$ cat src/rtl/irqp_pkg.sv
package irqp_pkg;

    localparam int DEF_SRC_W  = 24;
    localparam int DEF_PRIO_W = 8;
    localparam int DEF_IPI_NUM = 2;

    typedef enum logic [1:0] {
        SLOT_EMPTY  = 2'd0,
        SLOT_SOURCE = 2'd1,
        SLOT_IPI    = 2'd2
    } slot_e;

    typedef enum logic [2:0] {
        CMD_ACCEPT   = 3'd0,
        CMD_EOI      = 3'd1,
        CMD_SET_PRIO = 3'd2,
        CMD_SET_IPI  = 3'd3,
        CMD_POLL     = 3'd4
    } cmd_e;

endpackage

$ cat src/rtl/irqp_arrival_judge.sv
module irqp_arrival_judge #(
    parameter int PRIO_W = 8
) (
    input  logic [PRIO_W-1:0] cur_prio,
    input  logic              held,
    input  logic [PRIO_W-1:0] held_prio,
    input  logic [PRIO_W-1:0] in_prio,
    output logic              take
);
    // Wins only if strictly better than the processor and than any held request.
    always_comb begin
        take = (in_prio < cur_prio) && !(held && (held_prio <= in_prio));
    end
endmodule

$ cat src/rtl/irqp_ipi_judge.sv
module irqp_ipi_judge #(
    parameter int PRIO_W = 8
) (
    input  logic [PRIO_W-1:0] ipi_prio,
    input  logic [PRIO_W-1:0] cur_prio,
    input  logic              held,
    input  logic [PRIO_W-1:0] held_prio,
    output logic              fire
);
    always_comb begin
        fire = (ipi_prio < cur_prio) && !(held && (held_prio <= ipi_prio));
    end
endmodule

$ cat src/rtl/irqp_prio_judge.sv
module irqp_prio_judge #(
    parameter int PRIO_W = 8
) (
    input  logic [PRIO_W-1:0] old_prio,
    input  logic [PRIO_W-1:0] new_prio,
    input  logic              held,
    input  logic [PRIO_W-1:0] held_prio,
    output logic              clear,
    output logic              resend
);
    // Lowering may evict the held request; raising with nothing held asks for a resend.
    always_comb begin
        clear  = (new_prio < old_prio) && held && (new_prio <= held_prio);
        resend = (new_prio >= old_prio) && !held;
    end
endmodule

$ cat src/rtl/irq_presenter.sv
module irq_presenter
    import irqp_pkg::*;
#(
    parameter int SRC_W   = DEF_SRC_W,
    parameter int PRIO_W  = DEF_PRIO_W,
    parameter int IPI_NUM = DEF_IPI_NUM
) (
    input  logic                    clk,
    input  logic                    rst_n,
    input  logic                    arr_valid,
    input  logic [SRC_W-1:0]        arr_src,
    input  logic [PRIO_W-1:0]       arr_prio,
    input  logic                    cmd_valid,
    input  logic [2:0]              cmd_op,
    input  logic [PRIO_W+SRC_W-1:0] cmd_data,
    output logic                    rsp_valid,
    output logic [PRIO_W+SRC_W-1:0] rsp_word,
    output logic [PRIO_W-1:0]       rsp_ipi,
    output logic                    rej_valid,
    output logic [SRC_W-1:0]        rej_src,
    output logic                    eoi_valid,
    output logic [SRC_W-1:0]        eoi_src,
    output logic                    resend_req,
    output logic                    irq_out
);
    localparam int WORD_W = PRIO_W + SRC_W;
    localparam logic [PRIO_W-1:0] PRIO_NONE = '1;
    localparam logic [SRC_W-1:0]  IPI_SRC   = SRC_W'(IPI_NUM);

    // Architectural state
    slot_e             slot_q, slot_d;
    logic [SRC_W-1:0]  xisr_q, xisr_d;
    logic [PRIO_W-1:0] cppr_q, cppr_d;
    logic [PRIO_W-1:0] pend_prio_q, pend_prio_d;
    logic [PRIO_W-1:0] ipi_prio_q, ipi_prio_d;

    // Next values of the registered outputs
    logic              rsp_v_d, rej_v_d, eoi_v_d, resend_d;
    logic [WORD_W-1:0] rsp_w_d;
    logic [PRIO_W-1:0] rsp_i_d;
    logic [SRC_W-1:0]  rej_s_d, eoi_s_d;

    cmd_e              op;
    logic              held;
    logic [PRIO_W-1:0] wr_prio, eoi_prio, ipi_eff, cppr_eff;
    logic              arr_take, ipi_fire, prio_clear, prio_resend;

    assign op       = cmd_e'(cmd_op);
    assign held     = (slot_q != SLOT_EMPTY);
    assign wr_prio  = cmd_data[PRIO_W-1:0];
    assign eoi_prio = cmd_data[WORD_W-1:SRC_W];

    // The IPI check compares against the values the current command installs.
    assign ipi_eff  = (cmd_valid && op == CMD_SET_IPI) ? wr_prio : ipi_prio_q;
    assign cppr_eff = (cmd_valid && op == CMD_EOI)      ? eoi_prio :
                      (cmd_valid && op == CMD_SET_PRIO) ? wr_prio  : cppr_q;

    irqp_arrival_judge #(.PRIO_W(PRIO_W)) u_arrival (
        .cur_prio (cppr_q),
        .held     (held),
        .held_prio(pend_prio_q),
        .in_prio  (arr_prio),
        .take     (arr_take)
    );

    irqp_ipi_judge #(.PRIO_W(PRIO_W)) u_ipi (
        .ipi_prio (ipi_eff),
        .cur_prio (cppr_eff),
        .held     (held),
        .held_prio(pend_prio_q),
        .fire     (ipi_fire)
    );

    irqp_prio_judge #(.PRIO_W(PRIO_W)) u_prio (
        .old_prio (cppr_q),
        .new_prio (wr_prio),
        .held     (held),
        .held_prio(pend_prio_q),
        .clear    (prio_clear),
        .resend   (prio_resend)
    );

    always_comb begin
        slot_d      = slot_q;
        xisr_d      = xisr_q;
        cppr_d      = cppr_q;
        pend_prio_d = pend_prio_q;
        ipi_prio_d  = ipi_prio_q;
        rsp_v_d     = 1'b0;
        rsp_w_d     = '0;
        rsp_i_d     = '0;
        rej_v_d     = 1'b0;
        rej_s_d     = '0;
        eoi_v_d     = 1'b0;
        eoi_s_d     = '0;
        resend_d    = 1'b0;

        if (cmd_valid) begin
            unique case (op)
                CMD_ACCEPT: begin
                    rsp_v_d     = 1'b1;
                    rsp_w_d     = {cppr_q, xisr_q};
                    rsp_i_d     = ipi_prio_q;
                    cppr_d      = pend_prio_q;
                    xisr_d      = '0;
                    pend_prio_d = PRIO_NONE;
                    slot_d      = SLOT_EMPTY;
                end
                CMD_EOI: begin
                    cppr_d  = eoi_prio;
                    eoi_v_d = 1'b1;
                    eoi_s_d = cmd_data[SRC_W-1:0];
                    if (!held) begin
                        resend_d = 1'b1;
                        if (ipi_fire) begin
                            slot_d      = SLOT_IPI;
                            xisr_d      = IPI_SRC;
                            pend_prio_d = ipi_eff;
                        end
                    end
                end
                CMD_SET_PRIO: begin
                    cppr_d = wr_prio;
                    if (prio_clear) begin
                        if (slot_q == SLOT_SOURCE) begin
                            rej_v_d = 1'b1;
                            rej_s_d = xisr_q;
                        end
                        slot_d      = SLOT_EMPTY;
                        xisr_d      = '0;
                        pend_prio_d = PRIO_NONE;
                    end else if (prio_resend) begin
                        resend_d = 1'b1;
                        if (ipi_fire) begin
                            slot_d      = SLOT_IPI;
                            xisr_d      = IPI_SRC;
                            pend_prio_d = ipi_eff;
                        end
                    end
                end
                CMD_SET_IPI: begin
                    ipi_prio_d = wr_prio;
                    if (ipi_fire) begin
                        if (slot_q == SLOT_SOURCE) begin
                            rej_v_d = 1'b1;
                            rej_s_d = xisr_q;
                        end
                        slot_d      = SLOT_IPI;
                        xisr_d      = IPI_SRC;
                        pend_prio_d = ipi_eff;
                    end
                end
                CMD_POLL: begin
                    rsp_v_d = 1'b1;
                    rsp_w_d = {cppr_q, xisr_q};
                    rsp_i_d = ipi_prio_q;
                end
                default: begin
                end
            endcase
        end else if (arr_valid && (arr_src != '0)) begin
            if (arr_take) begin
                if (slot_q == SLOT_SOURCE) begin
                    rej_v_d = 1'b1;
                    rej_s_d = xisr_q;
                end
                slot_d      = SLOT_SOURCE;
                xisr_d      = arr_src;
                pend_prio_d = arr_prio;
            end else begin
                rej_v_d = 1'b1;
                rej_s_d = arr_src;
            end
        end
    end

    // State register
    always_ff @(posedge clk) begin
        if (!rst_n) begin
            slot_q      <= SLOT_EMPTY;
            xisr_q      <= '0;
            cppr_q      <= '0;
            pend_prio_q <= PRIO_NONE;
            ipi_prio_q  <= PRIO_NONE;
        end else begin
            slot_q      <= slot_d;
            xisr_q      <= xisr_d;
            cppr_q      <= cppr_d;
            pend_prio_q <= pend_prio_d;
            ipi_prio_q  <= ipi_prio_d;
        end
    end

    // Output register
    always_ff @(posedge clk) begin
        if (!rst_n) begin
            rsp_valid  <= 1'b0;
            rsp_word   <= '0;
            rsp_ipi    <= '0;
            rej_valid  <= 1'b0;
            rej_src    <= '0;
            eoi_valid  <= 1'b0;
            eoi_src    <= '0;
            resend_req <= 1'b0;
            irq_out    <= 1'b0;
        end else begin
            rsp_valid  <= rsp_v_d;
            rsp_word   <= rsp_w_d;
            rsp_ipi    <= rsp_i_d;
            rej_valid  <= rej_v_d;
            rej_src    <= rej_s_d;
            eoi_valid  <= eoi_v_d;
            eoi_src    <= eoi_s_d;
            resend_req <= resend_d;
            irq_out    <= (slot_d != SLOT_EMPTY);
        end
    end

endmodule

$ cat config.mk
export PLATFORM = sky130hd
export DESIGN_NAME = irq_presenter
export DESIGN_NICKNAME = d
export VERILOG_FILES = /design/src/rtl/irqp_pkg.sv /design/src/rtl/irqp_arrival_judge.sv /design/src/rtl/irqp_ipi_judge.sv /design/src/rtl/irqp_prio_judge.sv /design/src/rtl/irq_presenter.sv
export SDC_FILE = /design/constraint.sdc
export NUM_CORES = 1
export LEC_CHECK = 0
export BUFFER_PORTS_ARGS = -buffer_cell sky130_fd_sc_hd__buf_2
export CELL_PAD_IN_SITES_DETAIL_PLACEMENT = 2
export CELL_PAD_IN_SITES_GLOBAL_PLACEMENT = 2
export CORE_MARGIN = 3
export CORE_UTILIZATION = 32
export DETAILED_ROUTE_END_ITERATION = 6
export PLACE_DENSITY_LB_ADDON = 0.1
export SLEW_MARGIN = 30
export SYNTH_ARGS = -nofsm -noshare
export SYNTH_HDL_FRONTEND = slang
export SYNTH_SLANG_ARGS = --single-unit
$ cat constraint.sdc
create_clock -name clk -period 5.3 [get_ports clk]
set_input_delay 1.325 -clock clk [delete_from_list [all_inputs] [get_ports clk]]
set_output_delay 1.325 -clock clk [all_outputs]
set_load 0.02 [all_outputs]
* Word-level counts from Yosys, hierarchy flattened *
Index checks and enable logic that the tools add are counted.

word-level totals
  register bits = 143
  input port bits = 71
  output and inout bits = 93
  logic and storage cells = 105

operators by class
  magnitude comparators = 7
  equality and inequality tests = 8
  muxes and demuxes = 48
  reductions and logical operators = 28

operator list
  kind                  count
  $mux W24              13
  $pmux W24 S4          1
  $mux W8               10
  $pmux W24 S2          1
  $pmux W8 S4           1
  $le A8 B8 Y1          3
  $lt A8 B8 Y1          3
  $pmux W8 S3           1
  $reduce_bool A24 Y1   1
  $mux W2               7
  $logic_and A1 B1 Y1   11
  $mux W1               11
  $ge A8 B8 Y1          1
  $pmux W2 S4           1
  $reduce_bool A2 Y1    4
  $eq A3 B2 Y1 const B  2
  $reduce_and A2 Y1     3
  $reduce_and A3 Y1     2
  $ne A5 B1 Y1 const B  1
  $reduce_and A5 Y1     1
  $ne A4 B4 Y1 const B  1
  $pmux W1 S2           2
  $eq A3 B1 Y1 const B  1
  $eq A3 B3 Y1 const B  1
  6 further kinds       8

* Depth between registers and ports, before layout *
Gate-level depths: netlist of the first run.

  depth in word-level cells = 13
  gate-level depth with buffers = 16
  mapped depth without buffers = 13

* Modules after synthesis *
Synthesis of the first run repeated with hierarchy kept, for this count alone.

second synthesis, totals
  cells, all modules = 664
  area total of the unflattened synthesis = 6287.3 um^2

modules (own cells, without submodules)
  module              times used  cells each  area each (um^2)  sequential area each (um^2)
  irq_presenter       1           503         5094.9            2862.7
  irqp_prio_judge     1           55          424.2             0.0
  irqp_arrival_judge  1           53          384.1             0.0
  irqp_ipi_judge      1           53          384.1             0.0

* Worst setup path after synthesis of the first run *
Ideal clock, no wire load.

  path type = in2reg
  start = input port cmd_op[1]
  end = register rej_src[10]
  library setup time = 0.059 ns
  arrival = 4.022 ns
  required time = 5.241 ns
  setup slack = 1.220 ns
  cell stages on the path = 14
  path buffers = 3
  cell sequence = buf_2 > nor2_1 > nor2_1 > clkbuf_1 > o221ai_1 > ha_1 > a211oi_1 > o31ai_1 > a31oi_1 > o211a_2 > o2111ai_4 > a311oi_4 > buf_6 > a22o_1

on the way
  word-level cells in the longest chain between the ends = 10
  elaborated cells between the ends (all ways) = 17
  those cells by class = order compare (2); eq/ne (3); mux (6); reduce/logical (6)

RTL lines
  item                    RTL line                                  RTL
  start: declaration      irq_presenter.sv:14                       input logic [2:0] cmd_op,
  $eq A3 B2 Y1            irq_presenter.sv:54, irq_presenter.sv:99
  $logic_and A1 B1 Y1     irq_presenter.sv:54                       assign ipi_eff = (cmd_valid && op == CMD_SET_IPI) ? wr_prio : ipi_prio_q;
  $mux W8                 irq_presenter.sv:54
  $le A8 B8 Y1            irqp_ipi_judge.sv:11                      fire = (ipi_prio < cur_prio) && !(held && (held_prio <= ipi_prio));
  $logic_and A1 B1 Y1     irqp_ipi_judge.sv:11
  $logic_not A1 Y1        irqp_ipi_judge.sv:11
  $logic_and A1 B1 Y1     irqp_ipi_judge.sv:11
  $mux W24                irq_presenter.sv:143                      if (ipi_fire) begin
  $pmux W24 S2 (*)        irq_presenter.sv:99                       unique case (op)
  $mux W24 (*)            irq_presenter.sv:98                       if (cmd_valid) begin
  end signal: assignment  irq_presenter.sv:211                      rej_src <= rej_s_d;
  end: declaration        irq_presenter.sv:20                       output logic [SRC_W-1:0] rej_src,

Mark *: on every way between the ends. The rest lies on a longest branch, timed or not.
A chain may end at the register's enable or synchronous reset.

* Worst setup path after layout of the first run *
  start = input port cmd_op[0]
  end = register xisr_q[21]

on the way
  word-level cells in the longest chain between the ends = 12
  elaborated cells between the ends (all ways) = 25
  those cells by class = order compare (2); eq/ne (6); mux (9); reduce/logical (8)

RTL lines
  item                    RTL line                                  RTL
  $eq A3 B2 Y1            irq_presenter.sv:54, irq_presenter.sv:99
  $logic_and A1 B1 Y1     irq_presenter.sv:54
  $mux W8                 irq_presenter.sv:54
  $le A8 B8 Y1            irqp_ipi_judge.sv:11
  $logic_and A1 B1 Y1     irqp_ipi_judge.sv:11
  $logic_not A1 Y1        irqp_ipi_judge.sv:11
  $logic_and A1 B1 Y1     irqp_ipi_judge.sv:11
  $mux W24 (3 in series)  -
  $pmux W24 S4            irq_presenter.sv:99
  $mux W24                irq_presenter.sv:98
  end signal: assignment  irq_presenter.sv:187                      xisr_q <= xisr_d;
  end: declaration        irq_presenter.sv:32                       logic [SRC_W-1:0] xisr_q, xisr_d;

Several ways; a longest one is shown, not always the timed one. The select of a mux whose other input is x is not followed.

==> flow_summary.toml, run 1 <==
[logic_synthesis]
yosys.area_share.simple_pct = 18.4
syn_nets = 801
async_flop_share_pct = 0
synth_top_family_by_area = "compound AO/OA/AOI/OAI gates"
post-synth-top-count-cell = "dfxtp_1"
synth_area_um2 = 6410
yosys.area.top_type = "dfxtp_1"
synth_area_leaders = "dfxtp_1, ha_1, and2_1, a21oi_1, a221oi_1"
synth_fa_ha_area_share_pct = 8.59
synth_common_cells = "dfxtp_1, and2_1, a21oi_1"
synth_compound_area_share_pct = 22.8
synth_xor_area_share_pct = 0
ys_seq_area_share_pct = 44.7
yosys_warnings = 0
ys.flop_type = "dfxtp_1"
synth_seq_cells = 143
synthMuxAreaShare_pct = 0.937
synth_cell_types = 61
syn_avg_cell_area_um2 = 9.34
syn_inst = 686
synth_top_area_share_pct = 44.7
synth_edf_count = 0

[critical_path]
path_cells = "buf_2 -> nand4b_1 -> buf_4 -> mux2i_1 -> ha_1 -> a211o_1 -> a211oi_1 -> a22oi_1 -> o211a_2 -> o211ai_2 -> buf_12 -> a221oi_1 -> nor3_1"
start_kind = "input pin"
critPathTopFamily = "compound AO/OA/AOI/OAI gates"
max_stage_delay_ps = 530
required_ps = 5630
cp_max_fo = 24
arrival_ps = 4590
path_buf_inv = 3
crit_type = "input pin to flop"
endpoint_kind = "flop"
cp_slowest_cell = "mux2i_1"

[clock_tree]
clockBufferDepth = 2
cts_tree = "built"
cts.repair.resized = 0
path_clk_slew_ps = 70
cts_hold_buf = 0
cts_made_buffers = 17
clock_latency_ps = 430
htree_levels = 4
cts.sinks = 143
cts_root_buf = "clkbuf_16"
cts_setup_buffers = 0

[place]
dpl.hpwl_um = 18500
place.gp.congestion = 0.822
io_buffers = 163

[power_and_ir_drop]
ir_drop_mv = 0.207
p_leak_uw = 0.00370
power_uw = 2740
p_per_area_nw_per_um2 = 334

[routing]
drc_errors = 0
drt-total-wl_um = 24400
viasPerCell = 5.43
drtIter0Drc = 267
ant_nets = 0
vias = 6139
firstDrtPassIters = 4
wl_per_cell_um = 21.6

[global_routing]
grt_pass1_wl_um = 38200
grt_start_max_net_pins = 46
grt_pass1_vias = 6683
antenna_found_initial = 0
grt_overflow = 0
grt_usage_pct = 22.3

[sta]
hold_violations = 0
maxSlewViolCount = 0
clock_skew_ps = 17.0
clock.fmax_ghz = 0.235
tightestPinTransition_ps = 879
worst_slew_margin_rel_pct = 41.4
rsz0062_at_grt = "false"
setup_viol = 0
setup_tns_ps = 0
post-route-min-period_ps = 4260
period_share_pct = 80.4

[hold_path]
min_path_type = "flop to flop"

[final_layout]
syn2layout_area_growth_pct = 28.0
fin_nets = 968
layout-drive-gt1-share_pct = 26.8
diodes = 0

[job]
drv_cap = 0

[floorplanning]
die_h_um = 148
ios = 164
rows = 51
initial_core_util_pct = 32.7
die_x_um = 148
core_area_um2 = 19600
dieArea_um2 = 21800

[status]
status = "completed"
[flip-flops by register name (all words and copies together), names as in the netlist]
name,count
rsp_valid,1
ipi_prio_q,8
rej_src,24
slot_q,2
cppr_q,8
eoi_src,24
pend_prio_q,8
eoi_valid,1
xisr_q,24
rsp_ipi,8
rsp_word,32
rej_valid,1
resend_req,1
irq_out,1
[kinds of logic (layout without fill, tap and decap cells)]
kind of cell / Yosys count / after routing
buf+inv: 71 / 251
fa+ha+maj: 44 / 44
flops: 143 / 143
compound gates: 202 / 202
simple gates: 220 / 220
mux: 6 / 6
[path summary, 6_finish.rpt]
check,startpoint,end,slack (ps),cells after the start
setup / recovery,cmd_op[0],xisr_q[21],1040,13
hold / removal,ipi_prio_q[4],rsp_ipi[4],470,1
setup reg to reg,cppr_q[6],xisr_q[21],1950,10
hold reg to reg,ipi_prio_q[4],rsp_ipi[4],470,1
[cell type report]
class,count,area (um^2)
clock buffers,17,425
clock inverters,15,188
fillers,2168,11400
inverters,34,128
multi-input cells,472,3270
flip-flops and latches,143,2860
well taps,265,332
repair buffers,185,1010
[per-stage QoR]
stage | hold WS (ps) | instances | cell area (um^2) | util [%] | setup slack, ps
finish | 465 | 1131 | 8210 | 41.9 | 1040
global route | 488 | 1131 | 8210 | 41.9 | 818
CTS | 469 | 1131 | 8210 | 41.9 | 995
detailed placement | 451 | 1099 | 7590 | 38.8 | 607
global placement | 443 | 1099 | 7590 | 38.8 | 736
floorplan | 430 | 686 | 6410 | - | 1220
[layer usage]
layer / vias up / GRT usage, % / wire [um]
met4: 0 / 6.10 / 381
met2: 179 / 38.2 / 11700
li1: 2846 / - / -
met3: 23 / 4.17 / 1120
met1: 3091 / 28.8 / 11200
met5: - / 0 / 0
[layout by cell type, fill, tap and decap left out, drive strengths merged, types with 2 or more instances in the layout]
cell type and instances:
a22o 24, nor3b 2, o22ai 8, or2 2, o2bb2ai 8, a311oi 2
a21oi 55, o32ai 2, a32o 2, o21bai 4, clkinv 4, nand4 10
a211oi 8, o211a 2, o221ai 6, o21a 3, and3 2, a211o 3
a21o 5, a221oi 26, or3 2, nor2b 6, a31oi 2, nand2b 10
nor2 42, o211ai 4, ha 44, clkinvlp 2, buf 185, o21ai 27
nand2 29, mux2i 6, dfxtp 143, nand3 11, nor4 7, nor3 29
clkbuf 17, inv 42, and2 66, a2111oi 3
[power by group]
| part | switching, uW | internal, uW |
|---|---|---|
| logic | 232 | 136 |
| clock network | 567 | 682 |
| registers | 25.1 | 1100 |
Power figures use the tool's default switching activity.
==> inputs of run 2 (changes only) <==
- ABC_AREA: unset -> 1
- CORE_UTILIZATION: 32 -> 30
- clock period: 5.3 -> 4.4 ns (I/O delays scaled with it)
==> flow_summary.toml, run 2 <==
[clock_tree]
cts.sinks = 143
clockBufferDepth = 2
htree_levels = 4
path_clk_slew_ps = 70
cts_root_buf = "clkbuf_16"
cts_hold_buf = 0
cts_tree = "built"
cts_made_buffers = 17
cts_setup_buffers = 0
cts.repair.resized = 0
clock_latency_ps = 430

[logic_synthesis]
post-synth-top-count-cell = "nand2_1"
synth_cell_types = 39
synth_edf_count = 0
syn_nets = 1034
yosys.area.top_type = "dfxtp_1"
syn_avg_cell_area_um2 = 7.46
synth_seq_cells = 143
synth_area_um2 = 6860
synth_area_leaders = "dfxtp_1, nand2_1, ha_1, inv_1, nor2_1"
async_flop_share_pct = 0
ys.flop_type = "dfxtp_1"
ys_seq_area_share_pct = 41.8
synth_top_area_share_pct = 41.8
yosys_warnings = 0
synth_common_cells = "nand2_1, dfxtp_1, inv_1"
syn_inst = 919

[global_routing]
grt_pass1_wl_um = 38100
grt_start_max_net_pins = 49
grt_pass1_vias = 6883
grt_overflow = 0
grt_usage_pct = 20.0
antenna_found_initial = 0

[routing]
drtIter0Drc = 240
vias = 6594
drt-total-wl_um = 24600
viasPerCell = 4.82
drc_errors = 0
ant_nets = 0
wl_per_cell_um = 17.9
firstDrtPassIters = 4

[sta]
tightestPinTransition_ps = 981
clock.fmax_ghz = 0.265
maxSlewViolCount = 0
setup_viol = 0
setup_tns_ps = 0
clock_skew_ps = 12.5
period_share_pct = 85.6
worst_slew_margin_rel_pct = 34.6
hold_violations = 0
rsz0062_at_grt = "false"
post-route-min-period_ps = 3770

[critical_path]
r2r-start = "cppr_q[1]"
r2r_setup_slack_ps = 1360
r2r_cells = 11
start_kind = "input pin"
cp_max_fo = 12
cp_slowest_cell = "ha_1"
endpoint_kind = "flop"
max_stage_delay_ps = 320
arrival_ps = 4110
required_ps = 4740
r2r-end = "rej_src[9]"
crit_type = "input pin to flop"
crit_top_cell = "nand2_1"
path_cells = "buf_2 -> inv_1 -> nor2_2 -> nand2_2 -> inv_1 -> nand2_1 -> o21ai_0 -> ha_1 -> a21oi_1 -> nor2_1 -> a211oi_1 -> nand2_1 -> nand2_1 -> nand2_4 -> nand3_4 -> nand2_2 -> nand2_2 -> buf_4 -> nand2_1 -> a21oi_1"

[final_layout]
layout-drive-gt1-share_pct = 23.6
syn2layout_area_growth_pct = 24.9
largest-register = "rsp_word"
layout_common_cells = "nand2_1, buf_2, dfxtp_1"
final_common_cell = "nand2_1"
fin_nets = 1191
largest_reg_flops = 32
diodes = 0
fin_cells = 1369

[power_and_ir_drop]
combPwrFrac_pct = 13.9
ir_drop_mv = 0.221
pwr-share-clk_pct = 46.0
p_per_area_nw_per_um2 = 395
seqPwrFrac_pct = 40.1
p_int_uw = 2400
swShare_pct = 28.9
p_switching_uw = 976
p_leak_uw = 0.00427

[floorplanning]
die_x_um = 157
core_area_um2 = 22200
rows = 54
ios = 164
die_h_um = 157
dieArea_um2 = 24700
initial_core_util_pct = 30.9

[status]
status = "completed"

[place]
place.gp.congestion = 0.845
dpl.hpwl_um = 18100
dp_cells = 1337
io_buffers = 163

[hold_path]
hold_end = "rsp_ipi[3]"
min_path_type = "flop to flop"
hold_start = "ipi_prio_q[3]"
worstHoldPathCells = 2

[job]
drv_cap = 0
-- run 2: changes by cell type after synthesis, moves of 18 or more --
cell	change
nand2_1	+186
inv_1	+96
and2_1	-66
nor2_1	+66
nor3_1	-25
a22o_1	-24
nand3_2	+22
o21ai_0	+18
-- run 2: how the worst max path moves through the flow --
| stage | cells after the start | to | from | slack, ps |
|---|---|---|---|---|
| after detailed placement | 20 | xisr_q[18] | cmd_valid | 270 |
| after global routing | 20 | xisr_q[11] | cmd_valid | 310 |
| after floorplan | 18 | xisr_q[10] | cmd_op[2] | 730 |
| after CTS | 18 | xisr_q[11] | cmd_valid | 640 |
| after global placement | 20 | xisr_q[0] | cmd_valid | 430 |
| final | 20 | xisr_q[11] | cmd_valid | 630 |
-- run 2: cells by family (layout without fill, tap and decap cells) --
logic type / after synthesis / in the layout / share of synthesized area [%]
AND/OR/NAND/NOR: 406 / 406 / 26.8
buffers and inverters: 171 / 341 / 10.2
AO/OA/AOI/OAI: 149 / 149 / 12.4
flip-flops: 143 / 143 / 41.8
adder cells (fa/ha/maj): 44 / 44 / 8.03
multiplexers: 6 / 6 / 0.876
-- run 2: per-layer routing --
metal	global-route usage [%]	wire (um)	vias up
li1	-	-	3257
met1	28.6	12400	3182
met4	5.29	259	0
met3	3.49	987	17
met5	0	0	-
met2	31.3	10900	138
-- run 2: layout make-up --
type,count,area [um^2]
Tap cell,280,350
Sequential cell,143,2860
Timing Repair Buffer,176,913
Clock inverter,13,179
Clock buffer,19,443
Inverter,133,499
Fill cell,2667,13600
Multi-Input combinational cell,605,3310
-- run 2: power by group through the flow --
stage	Combinational, uW	Clock [uW]	Sequential (uW)
3_5_place_dp	470	0	1380
5_1_grt	534	1670	1360
2_1_floorplan	284	0	1390
4_1_cts	475	1600	1350
6_report	470	1550	1350
3_3_place_gp	455	0	1380
-- run 2: metrics by stage --
| step | hold WS [ps] | power (uW) | utilization, % | instance area [um^2] | setup WS, ps |
|---|---|---|---|---|---|
| 2_1_floorplan | 405 | 1680 | - | 6860 | 732 |
| 3_3_place_gp | 421 | 1840 | 35.8 | 7930 | 429 |
| 3_5_place_dp | 424 | 1850 | 35.8 | 7940 | 266 |
| 4_1_cts | 437 | 3430 | 38.6 | 8560 | 637 |
| 5_1_grt | 453 | 3560 | 38.6 | 8560 | 313 |
| 6_report | 433 | 3380 | 38.6 | 8560 | 633 |
-- run 2: critical path, delay by kind of cell --
family / cells / cell delay (ps)
adders and majority gates: 1 / 320
AOI/OAI and AO/OA: 4 / 700
buffers and inverters: 4 / 840
and+or+nand+nor: 11 / 1140
==> inputs of run 3 (changes only) <==
- CORE_UTILIZATION: 30 -> 32
- PLACE_DENSITY: unset -> 0.83
- PLACE_DENSITY_LB_ADDON: 0.1 -> unset
- clock period: 4.4 -> 4.7 ns (I/O delays scaled with it)
==> flow_summary.toml, run 3 (same netlist as run 2, synthesis figures left out) <==
[status]
status = "completed"

[floorplanning]
dieArea_um2 = 23200
die_h_um = 152
die_x_um = 152
rows = 52
core_area_um2 = 20600
initial_core_util_pct = 33.2
ios = 164

[final_layout]
largest_reg_flops = 32
final_core_util_pct = 41.5
layout-drive-gt1-share_pct = 23.4
n_fill_cell = 2458
multi_input_area_um2 = 3310
fin_nets = 1190
final_common_cell = "nand2_1"
syn2layout_area_growth_pct = 24.8
largest-register = "rsp_word"
diodes = 0
seq_area_um2 = 2860
layout_common_cells = "nand2_1, buf_2, dfxtp_1"

[power_and_ir_drop]
ir_drop_mv = 0.238
combPwrFrac_pct = 14.2
swShare_pct = 29.0
pwr-share-clk_pct = 46.1
p_switching_uw = 926
p_int_uw = 2270
p_leak_uw = 0.00427
p_per_area_nw_per_um2 = 373
seqPwrFrac_pct = 39.8

[clock_tree]
cts_setup_buffers = 0
clockBufferDepth = 2
cts_made_buffers = 17
cts.sinks = 143
cts_tree = "built"
path_clk_slew_ps = 70
cts.repair.resized = 0
clock_latency_ps = 430
cts_root_buf = "clkbuf_16"
htree_levels = 4
cts_hold_buf = 0

[routing]
firstDrtPassIters = 4
viasPerCell = 5.03
drtIter0Drc = 253
drc_errors = 0
wl_per_cell_um = 19.2
vias = 6827
ant_nets = 0
drt-total-wl_um = 26100

[global_routing]
grt_overflow = 0
grt_usage_pct = 22.4
grt_pass1_vias = 7463
grt_pass1_wl_um = 41600
antenna_found_initial = 0
grt_start_max_net_pins = 55

[place]
post-place-ws_ps = 524
dpl.hpwl_um = 18800
io_buffers = 163
place.gp.congestion = 0.879

[sta]
tightestPinTransition_ps = 908
period_share_pct = 82.2
rsz0062_at_grt = "false"
clock.fmax_ghz = 0.259
worst_slew_margin_rel_pct = 39.4
final.setup.worst_slack_ps = 838
setup_viol = 0
clock_skew_ps = 14.4
hold_violations = 0
post-route-min-period_ps = 3860
maxSlewViolCount = 0
setup_tns_ps = 0

[critical_path]
start_kind = "input pin"
required_ps = 5040
arrival_ps = 4200
endpoint_kind = "flop"
crit_type = "input pin to flop"
cp_max_fo = 26

[job]
drv_cap = 0

[hold_path]
min_path_type = "flop to flop"
run 3: cell types whose count changed in the layout (fill, tap and decap cells not counted), sizes merged:
cell and delta:
clkinv +1, buf -1, clkbuf +1, clkinvlp -2
run 3: power by group through the flow:
stage / Sequential [uW] / Combinational [uW] / Clock, uW
6_report: 1270 / 453 / 1470
5_1_grt: 1270 / 507 / 1560
4_1_cts: 1270 / 455 / 1500
3_5_place_dp: 1300 / 444 / 0
3_3_place_gp: 1300 / 423 / 0
2_1_floorplan: 1300 / 266 / 0
run 3: critical path: stages:
cell      delay, ps
buf_2           180
nor2_2          200
nand2_2         120
inv_1           270
nand2_1         110
o21ai_0         180
inv_1           170
ha_1            340
a21oi_1         170
nor2_1           70
a211oi_2        260
nand3_4         160
nand2_4         380
nand3_1         180
a21oi_1         220
run 3: final timing paths:
check / from / to / slack (ps) / depth (start not counted)
setup reg to reg: cppr_q[1] / rej_src[4] / 1640 / 11
setup / recovery: cmd_op[2] / rej_src[4] / 840 / 15
hold reg to reg: ipi_prio_q[6] / rsp_ipi[6] / 430 / 2
hold / removal: ipi_prio_q[6] / rsp_ipi[6] / 430 / 2
run 3: cell type report:
| type | count | share of cell area [%] |
|---|---|---|
| repair buffers | 175 | 10.7 |
| well taps | 270 | 3.95 |
| multi-input cells | 605 | 38.6 |
| flip-flops and latches | 143 | 33.5 |
| clock buffers | 20 | 5.34 |
| clock inverters | 12 | 2.03 |
| inverters | 133 | 5.86 |
run 3: metrics by stage:
step / instance area, um^2 / instances / hold slack [ps] / power (uW)
after detailed placement: 7930 / 1326 / 423 / 1740
after floorplan: 6860 / 919 / 405 / 1570
after CTS: 8560 / 1358 / 436 / 3220
after global routing: 8560 / 1358 / 453 / 3340
final: 8560 / 1358 / 429 / 3190
after global placement: 7920 / 1326 / 418 / 1720
run 3: metal layers:
layer / part of all wire [%] / global-route usage (%)
met1: 46 / 29.1
met2: 48 / 37.8
met3: 4.2 / 3.69
met4: 2.1 / 7.71
met5: 0 / 0
